**src/rtl/pgwalk2.sv**
```systemverilog
module pgwalk2 #(
  parameter int AW    = 32,
  parameter int DIR_W = 10,
  parameter int TBL_W = 10
) (
  input  logic          clk,
  input  logic          rst_n,
  input  logic          miss_valid,
  output logic          miss_ready,
  input  logic [AW-1:0] miss_va,
  input  logic [AW-1:0] root_ptr,
  output logic          resp_valid,
  output logic          resp_fault,
  output logic          resp_level,
  output logic [AW-1:0] resp_pte,
  output logic [AW-1:0] resp_paddr,
  output logic          mem_req_valid,
  input  logic          mem_req_ready,
  output logic [AW-1:0] mem_req_addr,
  input  logic          mem_rsp_valid,
  input  logic [AW-1:0] mem_rsp_data
);
  localparam int OFF_W = AW - DIR_W - TBL_W;
  localparam int TI_LO = OFF_W;
  localparam int DI_LO = OFF_W + TBL_W;

  typedef enum logic [2:0] {S_IDLE, S_DREQ, S_DWAIT, S_TREQ, S_TWAIT, S_DONE} st_t;

  st_t           st;
  logic [AW-1:0] va_q, root_q, ent_q;
  logic          flt_q, lvl_q;

  logic [AW-1:0] dir_addr, tbl_addr;
  assign dir_addr = root_q + AW'({va_q[AW-1:DI_LO], 2'b00});
  assign tbl_addr = {ent_q[AW-1:OFF_W], va_q[DI_LO-1:TI_LO], 2'b00};

  assign miss_ready    = (st == S_IDLE);
  assign mem_req_valid = (st == S_DREQ) || (st == S_TREQ);
  assign mem_req_addr  = (st == S_TREQ) ? tbl_addr : dir_addr;
  assign resp_valid    = (st == S_DONE);
  assign resp_fault    = flt_q;
  assign resp_level    = lvl_q;
  assign resp_pte      = ent_q;
  assign resp_paddr    = {ent_q[AW-1:OFF_W], va_q[OFF_W-1:0]};

  always_ff @(posedge clk) begin
    if (!rst_n) begin
      st     <= S_IDLE;
      va_q   <= '0;
      root_q <= '0;
      ent_q  <= '0;
      flt_q  <= 1'b0;
      lvl_q  <= 1'b0;
    end else begin
      case (st)
        S_IDLE: if (miss_valid) begin
          va_q   <= miss_va;
          root_q <= root_ptr;
          st     <= S_DREQ;
        end
        S_DREQ: if (mem_req_ready) st <= S_DWAIT;
        S_DWAIT: if (mem_rsp_valid) begin
          ent_q <= mem_rsp_data;
          if (mem_rsp_data[0]) st <= S_TREQ;
          else begin
            flt_q <= 1'b1;
            lvl_q <= 1'b0;
            st    <= S_DONE;
          end
        end
        S_TREQ: if (mem_req_ready) st <= S_TWAIT;
        S_TWAIT: if (mem_rsp_valid) begin
          ent_q <= mem_rsp_data;
          flt_q <= ~mem_rsp_data[0];
          lvl_q <= 1'b1;
          st    <= S_DONE;
        end
        default: st <= S_IDLE;
      endcase
    end
  end
endmodule


```
**config.mk**
```make
export PLATFORM = sky130hd
export DESIGN_NAME = pgwalk2
export DESIGN_NICKNAME = d
export VERILOG_FILES = /design/src/rtl/pgwalk2.sv
export SDC_FILE = /design/constraint.sdc
export NUM_CORES = 1
export LEC_CHECK = 0
export ABC_AREA = 1
export BUFFER_PORTS_ARGS = -buffer_cell sky130_fd_sc_hd__buf_4
export CORE_MARGIN = 1.5
export CORE_UTILIZATION = 40
export DETAILED_ROUTE_END_ITERATION = 12
export PLACE_DENSITY = 0.72
export SYNTH_ARGS = -nofsm -noshare
export SYNTH_HDL_FRONTEND = slang
export SYNTH_SLANG_ARGS = --single-unit
```
**constraint.sdc**
```tcl
create_clock -name clk -period 4.3 [get_ports clk]
set_input_delay 0.43 -clock clk [delete_from_list [all_inputs] [get_ports clk]]
set_output_delay 0.43 -clock clk [all_outputs]
set_load 0.005 [all_outputs]
```
Yosys cells after proc, flatten, opt, wreduce, memory -nomap -nowiden
Index checks and enable logic that the tools add are counted.
{"block": "classes", "shift": 0, "eq_ne": 11, "reduce_logical": 8, "mul": 0, "mux": 16, "bitwise": 1, "n_div": 0, "n_addsub": 1, "order_cmp": 0}
{"cell": "adder 32 x 12 -> 32 bit", "n": 1}
{"cell": "2-to-1 mux 32 bit", "n": 1}
{"cell": "2-to-1 mux 3 bit", "n": 6}
{"cell": "one-hot mux 3 bit (5 select lines)", "n": 1}
{"cell": "!= test 2 bit (second input constant)", "n": 6}
{"cell": "== test 3 x 2 -> 1 bit (second input constant)", "n": 2}
{"cell": "== test 3 bit (second input constant)", "n": 2}
{"cell": "2-to-1 mux 1 bit", "n": 6}
{"cell": "AND reduction 5 bit", "n": 1}
{"cell": "one-hot mux 1 bit (2 select lines)", "n": 2}
{"cell": "AND reduction 2 bit", "n": 2}
{"cell": "AND reduction 4 bit", "n": 1}
{"cell": "== test 3 x 1 -> 1 bit (second input constant)", "n": 1}
{"cell": "zero test 3 bit", "n": 1}
{"cell": "nonzero test 2 bit", "n": 1}
{"cell": "OR reduction 2 bit", "n": 1}
{"cell": "logical OR 1 bit", "n": 1}
{"cell": "NOT 1 bit", "n": 1}
{"block": "word_totals", "latch_bits": 0, "rom_bits": 0, "ramBits": 0, "mem_count": 0, "in_bits": 101, "elab_cells": 43, "reg_bits": 101}

Longest topological paths before layout
Gate-level depths: netlist of the first run.
{"block": "logic_depth", "depth_word": 3, "mapped_depth": 13, "mapped_depth_nobuf": 13}

Worst setup path after synthesis of the first run
Ideal clock, no wire load.
{"block": "synth_path", "kind": "register -> output", "start": "register va_q[22]", "end": "output port mem_req_addr[14]", "path_slack_ps": 2210, "required_ps": 3870, "stages_incl_launch_ff": 10, "n_path_buf": 0, "t_arrival_ps": 1660, "cell_sequence": "dfxtp_1 > ha_1 > fa_1 > nand3_1 > nand3_1 > nand3_1 > nand3b_4 > xor2_1 > nand2_1 > nand2_1"}
{"block": "synth_via", "elab_chain_len": 2}
{"element": "from (decl)", "line_no": "30", "source": "logic [AW-1:0] va_q, root_q, ent_q;"}
{"element": "from (signal assigned)", "line_no": "57", "source": "va_q <= miss_va;"}
{"element": "adder 32 x 12 -> 32 bit", "line_no": "34", "source": "assign dir_addr = root_q + AW'({va_q[AW-1:DI_LO], 2'b00});"}
{"element": "2-to-1 mux 32 bit", "line_no": "39", "source": "assign mem_req_addr = (st == S_TREQ) ? tbl_addr : dir_addr;"}
{"element": "to (decl)", "line_no": "19", "source": "output logic [AW-1:0] mem_req_addr,"}
Every way passes these cells.

Final worst setup path of the first run
Ends and elaborated chain as after synthesis.

==> results.md, run 1 <==
* GP Congestion at 0.926
* Largest family of logic cells by synthesized area: simple AND/OR/NAND/NOR gates
* Sequential-to-total area share from yosys stat at 36.7%
* Final HPWL DP at 11800 um
* Met2 wire len at 7880 um
* Max incr delay on CP at 0.44 ns
* Worst-path fanout max at 7
* Layout Nets at 1090
* CP Launch Type: flip-flop
* Register bit total from synthesis at 101
* Clock buffer depth at 2
* Yosys cell types at 30
* Mapped Area at 5510 sq um
* Cell Pwr Density at 528 nW/um^2
* DR iter-0 viols at 331
* Leakage power at 3.39 nW
* Layout cells sized above 1 at 25.0%
* Hold Crit Class: input port to flip-flop
* Worst Reg-to-Reg Cells at 7
* Core ar. at 13300 sq um
* CTS buffer count at 9
* Slew Limit Fails at 0
* Reg-to-Reg End: resp_pte[0]$_SDFFE_PN0P_
* # port buffers at 201
* RSZ-0062 raised after global routing: no
* Fmax at 0.354 GHz
* GR Overflow Total at 0
* Die ar. at 14500 sq um
* Most common cell in the synthesized netlist: nand2_1
* Worst Setup SP: va_q[22]$_SDFFE_PN0P_
* Post-route ant nets at 0
* Slowest-stage cell, CP: fa_1
* Final setup viols at 0
* Initial antenna violation count at 0
* Synthesized area per cell at 6.60 sq um
* Post-synth EDFFs at 0
* Routed wire length at 16100 um
* Number of global-route vias before repair at 5378
* RR Startpoint: st[1]$_SDFFE_PN0P_
* Final Skew at 0.00585 ns
* Fillcell total at 1424
* Cells after Synth at 834
* Top delay family on crit path: simple AND/OR/NAND/NOR gates
* Fin crit period at 2.82 ns
* CP Buf/Inv Count at 1
* Chip height at 120 um
* Post-synthesis mux area share at 0%
* Yosys top cell area share at 36.7%
* Clock transition at path regs at 0.07 ns
* CP endpoint: mem_req_addr[14]
* Cts repair resizes at 0
* Peak VDD IR at 473 uV
* Post-synthesis compound-gate area fraction at 13.7%
* Synth area leader: dfxtp_1
* H-Tree Depth at 3
* Simple-gate portion of the synthesized area at 32.6%
* Max transition margin at 36.7%
* Vias at 5635
* M1 wire length at 6950 um
* Antenna cells at 0
* Most used cell, CP: nand3_1
* # IOs at 202
* Worst-Margin Slew at 0.949 ns
* Crit path cell chain: ha_1 -> fa_1 -> nand3_1 -> nand3_1 -> nand3_1 -> nand3b_4 -> xor2_1 -> nand2_1 -> nand2_1 -> buf_4
* Synth async-reset ratio at 0%
* Initial core utilization at 41.3%
* Post-Layout Cell Count at 1159
* Wire per inst at 13.9 um
* Yosys warns at 0
* Num rows at 42
* Largest net degree at the start of global routing at 61
* Met3 wire len at 953 um
* TNS Setup at 0 ns
* Max_cap viols at 0
* Part of the cycle the worst path needs at 65.6%
* FF+latch area at 2020 sq um
* CTS root buf: clkbuf_16
* Most instantiated cells after synthesis: nand2_1, dfxtp_1, nor2_1
* Post-Synth Adder-Cell Area at 2.64%
* Multi-input logic area at 2770 sq um
* GRT Util Overall at 22.3%
* Crit end category: primary output
* Clock latency at the later pin of the worst-skew pair at 0.36 ns
* Arrival time at the worst endpoint at 2.39 ns
* Status: finished clean
* Global-route wire length before repair at 25800 um
* Top post-synthesis cells by area: dfxtp_1, nand2_1, nand3_1
* Setup repair bufs after CTS at 0
* Pwr Total at 3.76 mW
* Post-synth net total at 946
* Clock sink total at 101
* TritonRoute pass-1 iters at 5
* DRC viols at 0
* Critical path depth at 10
* Critical Path RT at 3.87 ns
* DR vias/cell at 4.86
* Area added between synthesis and finish at 29.4%
* CTS tree: done
* Die X at 120 um
* Uppermost layer routed: met4
* Reg-to-reg slack, setup at 2.24 ns
* Hold_buf cts at 0
* Final hold vios at 0
* Placed Cells at 1143
* WS Path Type: flip-flop to primary output
* Xor and xnor area share after synthesis at 1.27%
* Synth Flop Type: dfxtp_1
## flip-flops by register name, summed over array words and instances (netlist names)
name	flops
resp_fault	1
resp_level	1
resp_pte	32
root_q	32
st	3
va_q	32
## layout make-up
cell class	instances	share of cell area, %
Clock buffer	11	3.41
Multi-Input combinational cell	588	38.8
Inverter	73	3.84
Clock inverter	5	0.913
Timing Repair Buffer	205	21.6
Sequential cell	101	28.4
Tap cell	176	3.09
## metrics by stage
step	setup slack (ns)	instance area (sq um)	utilization, %	hold WS [ns]
2_1_floorplan	2.21	5510	-	0.425
3_3_place_gp	1.90	6820	51.1	0.436
3_5_place_dp	1.87	6820	51.1	0.441
4_1_cts	1.48	7130	53.4	0.311
5_1_grt	1.30	7130	53.4	0.328
6_report	1.48	7130	53.4	0.319
## placed cells by master, fill, tap and decap left out, drive strengths merged
cell,synthesis,routed
nand3b,1,1
a31oi,5,5
clkbuf,15,11
xnor2,6,6
buf,57,205
ha,10,10
nand4,4,4
xor2,2,2
a21boi,1,1
nor3,11,11
o21ai,72,72
and2,1,1
a21oi,71,71
fa,1,1
clkinv,1,3
inv,72,74
dfxtp,101,101
nand2,204,204
nand3,91,91
bufinv,0,1
nor2,106,106
or2,2,2
## report_power, final
| part | switching (mW) | internal, mW | leakage (nW) |
|---|---|---|---|
| Clock | 0.377 | 0.474 | 0.151 |
| Combinational | 0.876 | 0.685 | 2.41 |
| Sequential | 0.186 | 1.16 | 0.828 |
| Total | 1.44 | 2.32 | 3.39 |
## logic make-up after synthesis
kind of cell	after synthesis
compound gates	149
xor+xnor	8
fa+ha+maj	11
buf+inv	145
flops	101
simple gates	420
## routing by layer
metal / vias to the layer above / global-route usage (%)
met5: - / 0
met4: 0 / 6.91
met3: 20 / 5.24
met2: 160 / 38.4
met1: 2511 / 27.7
li1: 2944 / -
## worst min path at each step
stage | startpoint | end | slack [ns] | depth (start not counted)
2_1_floorplan | va_q[12]$_SDFFE_PN0P_ | va_q[12]$_SDFFE_PN0P_ | 0.42 | 2
3_3_place_gp | va_q[14]$_SDFFE_PN0P_ | va_q[14]$_SDFFE_PN0P_ | 0.44 | 2
3_5_place_dp | va_q[14]$_SDFFE_PN0P_ | va_q[14]$_SDFFE_PN0P_ | 0.44 | 2
4_1_cts | mem_rsp_data[29] | resp_pte[29]$_SDFFE_PN0P_ | 0.31 | 3
5_1_grt | mem_rsp_data[14] | resp_pte[14]$_SDFFE_PN0P_ | 0.33 | 3
6_report | mem_rsp_data[31] | resp_pte[31]$_SDFFE_PN0P_ | 0.32 | 3
## tightest hold or removal path, cell delays in order
cell	delay [ns]
buf_4	0.07
o21ai_0	0.07
nor2_1	0.08
(Power assumes the default switching activity.)
==> run 2, diff against run 1 <==
Settings changed: PLACE_DENSITY 0.72 to 0.74.
Clock period 4.3 ns to 2.3 ns, I/O delays scaled along.
==> run 2 against run 1 <==
  * The flow now finishes with violations (setup timing)
  * Cell count grew 1.0%
  * Clock power rose by 72%
  * Utilization is 3.2 points higher
  * Flip-flop and latch count did not move
  * Global-route usage up 1.1 points
  * Setup slack worse by 1.6 ns
  * Critical path type unchanged
  * Largest cell class unchanged
==> results.md, run 2 (synthesized netlist as in run 1, its figures left out) <==
* Vias at 5801
* Peak VDD IR at 816 uV
* Die ar. at 14500 sq um
* Final Skew at 0.00678 ns
* Final HPWL DP at 12400 um
* Die X at 120 um
* H-Tree Depth at 3
* Most common cell after layout, fill and taps aside: buf_4
* GP Congestion at 0.933
* Placed Cells at 1152
* Final hold vios at 0
* WS Path Type: flip-flop to primary output
* Fmax at 0.418 GHz
* Arrival time at the worst endpoint at 2.16 ns
* DR vias/cell at 4.95
* RSZ-0062 raised after global routing: yes
* Hold Crit Class: input port to flip-flop
* Setup ws final at -0.0930 ns
* Fin util at 56.6%
* Clock transition at path regs at 0.07 ns
* # IOs at 202
* GR Overflow Total at 0
* Post-Layout Cell Count at 1171
* Leakage power at 3.51 nW
* Reg-to-reg slack, setup at 0.67 ns
* TritonRoute pass-1 iters at 5
* TNS Setup at -0.0964 ns
* Crit end category: primary output
* Clock latency at the later pin of the worst-skew pair at 0.35 ns
* DR iter-0 viols at 287
* Initial core utilization at 41.3%
* Wire per inst at 14.8 um
* Initial antenna violation count at 0
* Final setup viols at 2
* Worst-path fanout max at 6
* Clock sink total at 101
* Part of the cycle the worst path needs at 104%
* Slew Limit Fails at 0
* Antenna cells at 0
* Num rows at 42
* Post-route ant nets at 0
* Cell Pwr Density at 954 nW/um^2
* GRT Util Overall at 23.4%
* Area added between synthesis and finish at 37.2%
* Layout Nets at 1102
* CTS tree: done
* Worst-Margin Slew at 0.564 ns
* Max transition margin at 62.4%
* Number of global-route vias before repair at 5627
* DRC viols at 0
* CTS buffer count at 9
* CTS root buf: clkbuf_16
* Layout cells sized above 1 at 32.7%
* Max_cap viols at 0
* Most frequent cells in the layout: buf_4, nand2_1, nor2_1, dfxtp_1, nand3_1
* Critical Path RT at 2.07 ns
* Largest net degree at the start of global routing at 42
* Status: finished, violations left
* Violated checks: setup timing
* Multi-input logic area at 3100 sq um
* CP Launch Type: flip-flop
* Clock buffer depth at 2
* # port buffers at 201
* Post-Layout Inst Area at 7560 sq um
* Fillcell total at 1267
* Routed wire length at 17300 um
* FF+latch area at 2040 sq um
* Global-route wire length before repair at 27000 um
* Fin crit period at 2.39 ns
* Placed Area at 6900 sq um
* Chip height at 120 um
* Core ar. at 13300 sq um
run 2: area by class of cell:
class	instances	share of cell area [%]
multi-input cells	588	41.0
flip-flops and latches	101	27.0
repair buffers	217	21.8
inverters	73	3.63
clock buffers	13	3.44
well taps	176	2.91
clock inverters	3	0.265
run 2: layer usage:
layer  share of wire (%)  GRT usage (%)  vias to the layer above
met2                  50           41.4                      160
met3                 4.8           3.77                       27
met1                  43           28.2                     2651
met4                 2.4           9.71                        0
met5                   0              0                        -
li1                    -              -                     2963
run 2: power by group:
group	leakage [nW]	switching, mW	internal [mW]
Sequential	0.835	0.373	2.19
Combinational	2.54	1.73	1.45
Clock	0.132	0.672	0.793
Total	3.51	2.77	4.44
run 2: stage by stage:
stage / worst slack [ns] / hold WS [ns] / total power [mW]
6_report: -0.0930 / 0.128 / 7.21
3_3_place_gp: 0.117 / 0.435 / 5.53
4_1_cts: -0.0375 / 0.123 / 7.15
5_1_grt: -0.163 / 0.140 / 7.70
3_5_place_dp: 0.121 / 0.441 / 5.56
2_1_floorplan: 0.410 / 0.376 / 4.36
run 2: final timing paths:
check                    startpoint                        end  depth (start not counted)
max           va_q[24]$_SDFFE_PN0P_           mem_req_addr[11]                         11
min reg2reg  root_q[0]$_SDFFE_PN0P_     root_q[0]$_SDFFE_PN0P_                          2
max reg2reg      st[2]$_SDFFE_PN0P_     root_q[8]$_SDFFE_PN0P_                          7
min                mem_rsp_data[31]  resp_pte[31]$_SDFFE_PN0P_                          3
run 2: worst max-delay path: stages, from the launching register on:
cell and delay [ns]:
dfxtp_2 0.34, ha_4 0.27, nand2_1 0.12, nand2_1 0.06
nand2_1 0.10, nand2_1 0.08, nand2_1 0.09, nand3_2 0.11
or2_2 0.29, nand3_1 0.11, o21ai_2 0.09, buf_4 0.15
run 2: what timing repair did:
item	4_1_cts	5_1_grt
gates resized for setup	37	49
buffers inserted	2	1
hold buffers	0	0
pin swaps	5	13
setup endpoints to repair	24	24
==> run 3, diff against run 2 <==
--- a/constraint.sdc
+++ b/constraint.sdc
@@ -3,2 +3,2 @@
 set_output_delay 0.23 -clock clk [all_outputs]
-set_load 0.005 [all_outputs]
+set_load 0.05 [all_outputs]
==> run 3 against run 2 <==
  * The flow still finishes with violations (setup timing)
  * Non-clock buffer count increased by 7
  * Sequential share of layout area decreased by 1.7 points
  * Clock power increased by 12%
  * Die area unchanged
  * Clock skew increased by 0.0014 ns
==> results.md, run 3 (synthesized netlist as in run 1, its figures left out) <==
* Status: finished, violations left
* Violated checks: setup timing
* Chip height at 120 um
* Clock transition at path regs at 0.08 ns
* CTS root buf: clkbuf_16
* Fmax at 0.417 GHz
* RSZ-0062 raised after global routing: yes
* CP Launch Type: flip-flop
* Critical Path RT at 2.07 ns
* DR vias/cell at 5.02
* Fin crit period at 2.40 ns
* CTS buffer count at 9
* Setup ws final at -0.0960 ns
* TritonRoute pass-1 iters at 5
* Number of global-route vias before repair at 5489
* Max_cap viols at 0
* Clock buffer depth at 2
* Slew Limit Fails at 0
* Layout Nets at 1109
* Max transition margin at 61.6%
* Clock latency at the later pin of the worst-skew pair at 0.36 ns
* DR iter-0 viols at 340
* Placed Area at 6950 sq um
* # IOs at 202
* Wire per inst at 15.1 um
* Worst-path fanout max at 4
* Top delay family on crit path: adder cells
* Post-Layout Inst Area at 8090 sq um
* Clock sink total at 101
* Arrival time at the worst endpoint at 2.17 ns
* GP Congestion at 0.908
* CTS tree: done
* # port buffers at 201
* Peak VDD IR at 675 uV
* Core ar. at 13300 sq um
* Die ar. at 14500 sq um
* Vias at 5918
* Final setup viols at 11
* Slowest-stage cell, CP: fa_2
* Post-Layout Cell Count at 1178
* Fin util at 60.6%
* Largest net degree at the start of global routing at 47
* Cell Pwr Density at 1180 nW/um^2
* Num rows at 42
* Crit end category: primary output
* Most frequent cells in the layout: buf_4, nand2_1, nor2_1, dfxtp_1
* Max incr delay on CP at 0.35 ns
* Crit path cell chain: ha_4 -> fa_2 -> nand3_2 -> nand3_4 -> nand2_1 -> nand2_2 -> xnor2_1 -> buf_4 -> o21ai_2 -> buf_6
* Post-route ant nets at 0
* Worst-Margin Slew at 0.576 ns
* Final HPWL DP at 12200 um
* Routed wire length at 17800 um
* Layout cells sized above 1 at 39.4%
* Global-route wire length before repair at 27300 um
* Final Skew at 0.00816 ns
* CP Buf/Inv Count at 2
* GR Overflow Total at 0
* GRT Util Overall at 23.7%
* TNS Setup at -0.460 ns
* WS Path Type: flip-flop to primary output
* Hold Crit Class: input port to flip-flop
* Die X at 120 um
* H-Tree Depth at 3
* Initial antenna violation count at 0
* Antenna cells at 0
* Final hold vios at 0
* DRC viols at 0
* Most common cell after layout, fill and taps aside: buf_4
* Area added between synthesis and finish at 46.8%
* Leakage power at 3.70 nW
* Pwr Total at 9.57 mW
* Placed Cells at 1152
* Part of the cycle the worst path needs at 104%
* Initial core utilization at 41.3%
run 3: area by class of cell:
class / count / area (sq um)
repair buffers: 224 / 1800
inverters: 73 / 274
well taps: 176 / 220
fillers: 1238 / 5260
multi-input cells: 588 / 3430
clock buffers: 10 / 239
flip-flops and latches: 101 / 2050
clock inverters: 6 / 77.6
run 3: repair_timing:
item,4_1_cts,5_1_grt
gates cloned,0,0
endpoints found under the setup margin,24,25
setup buffers,1,11
gates resized for setup,82,102
pin swaps,17,41
hold buffers,0,0
run 3: routing by layer:
| layer | wire length (um) | up-vias | GRT usage (%) |
|---|---|---|---|
| met5 | 0 | - | 0 |
| met1 | 7580 | 2692 | 29.5 |
| met2 | 8730 | 199 | 39.6 |
| met4 | 515 | 0 | 8.38 |
| li1 | - | 2989 | - |
| met3 | 998 | 38 | 6.27 |
run 3: path summary, 6_finish.rpt:
kind,start,to,slack [ns],cells after the start
hold reg to reg,root_q[1]$_SDFFE_PN0P_,root_q[1]$_SDFFE_PN0P_,0.46,2
setup / recovery,va_q[22]$_SDFFE_PN0P_,mem_req_addr[8],-0.1,10
setup reg to reg,st[1]$_SDFFE_PN0P_,resp_pte[0]$_SDFFE_PN0P_,0.73,7
hold / removal,mem_rsp_data[22],resp_pte[22]$_SDFFE_PN0P_,0.12,3
run 3: tightest hold or removal path: stages:
cell	delay [ns]
buf_4	0.07
o21ai_0	0.07
nor2_1	0.08
run 3: where the power goes:
| group | leakage [nW] | switching [mW] | internal, mW |
|---|---|---|---|
| Combinational | 2.71 | 3.62 | 1.73 |
| Sequential | 0.837 | 0.382 | 2.19 |
| Clock | 0.153 | 0.745 | 0.896 |
run 3: per-stage QoR:
step                      hold slack [ns]  setup WS [ns]
after floorplan                     0.376         0.0501
after global routing                0.125         -0.196
after global placement              0.440          0.110
after CTS                           0.112         -0.102
final                               0.122        -0.0960
after detailed placement            0.450         0.0535
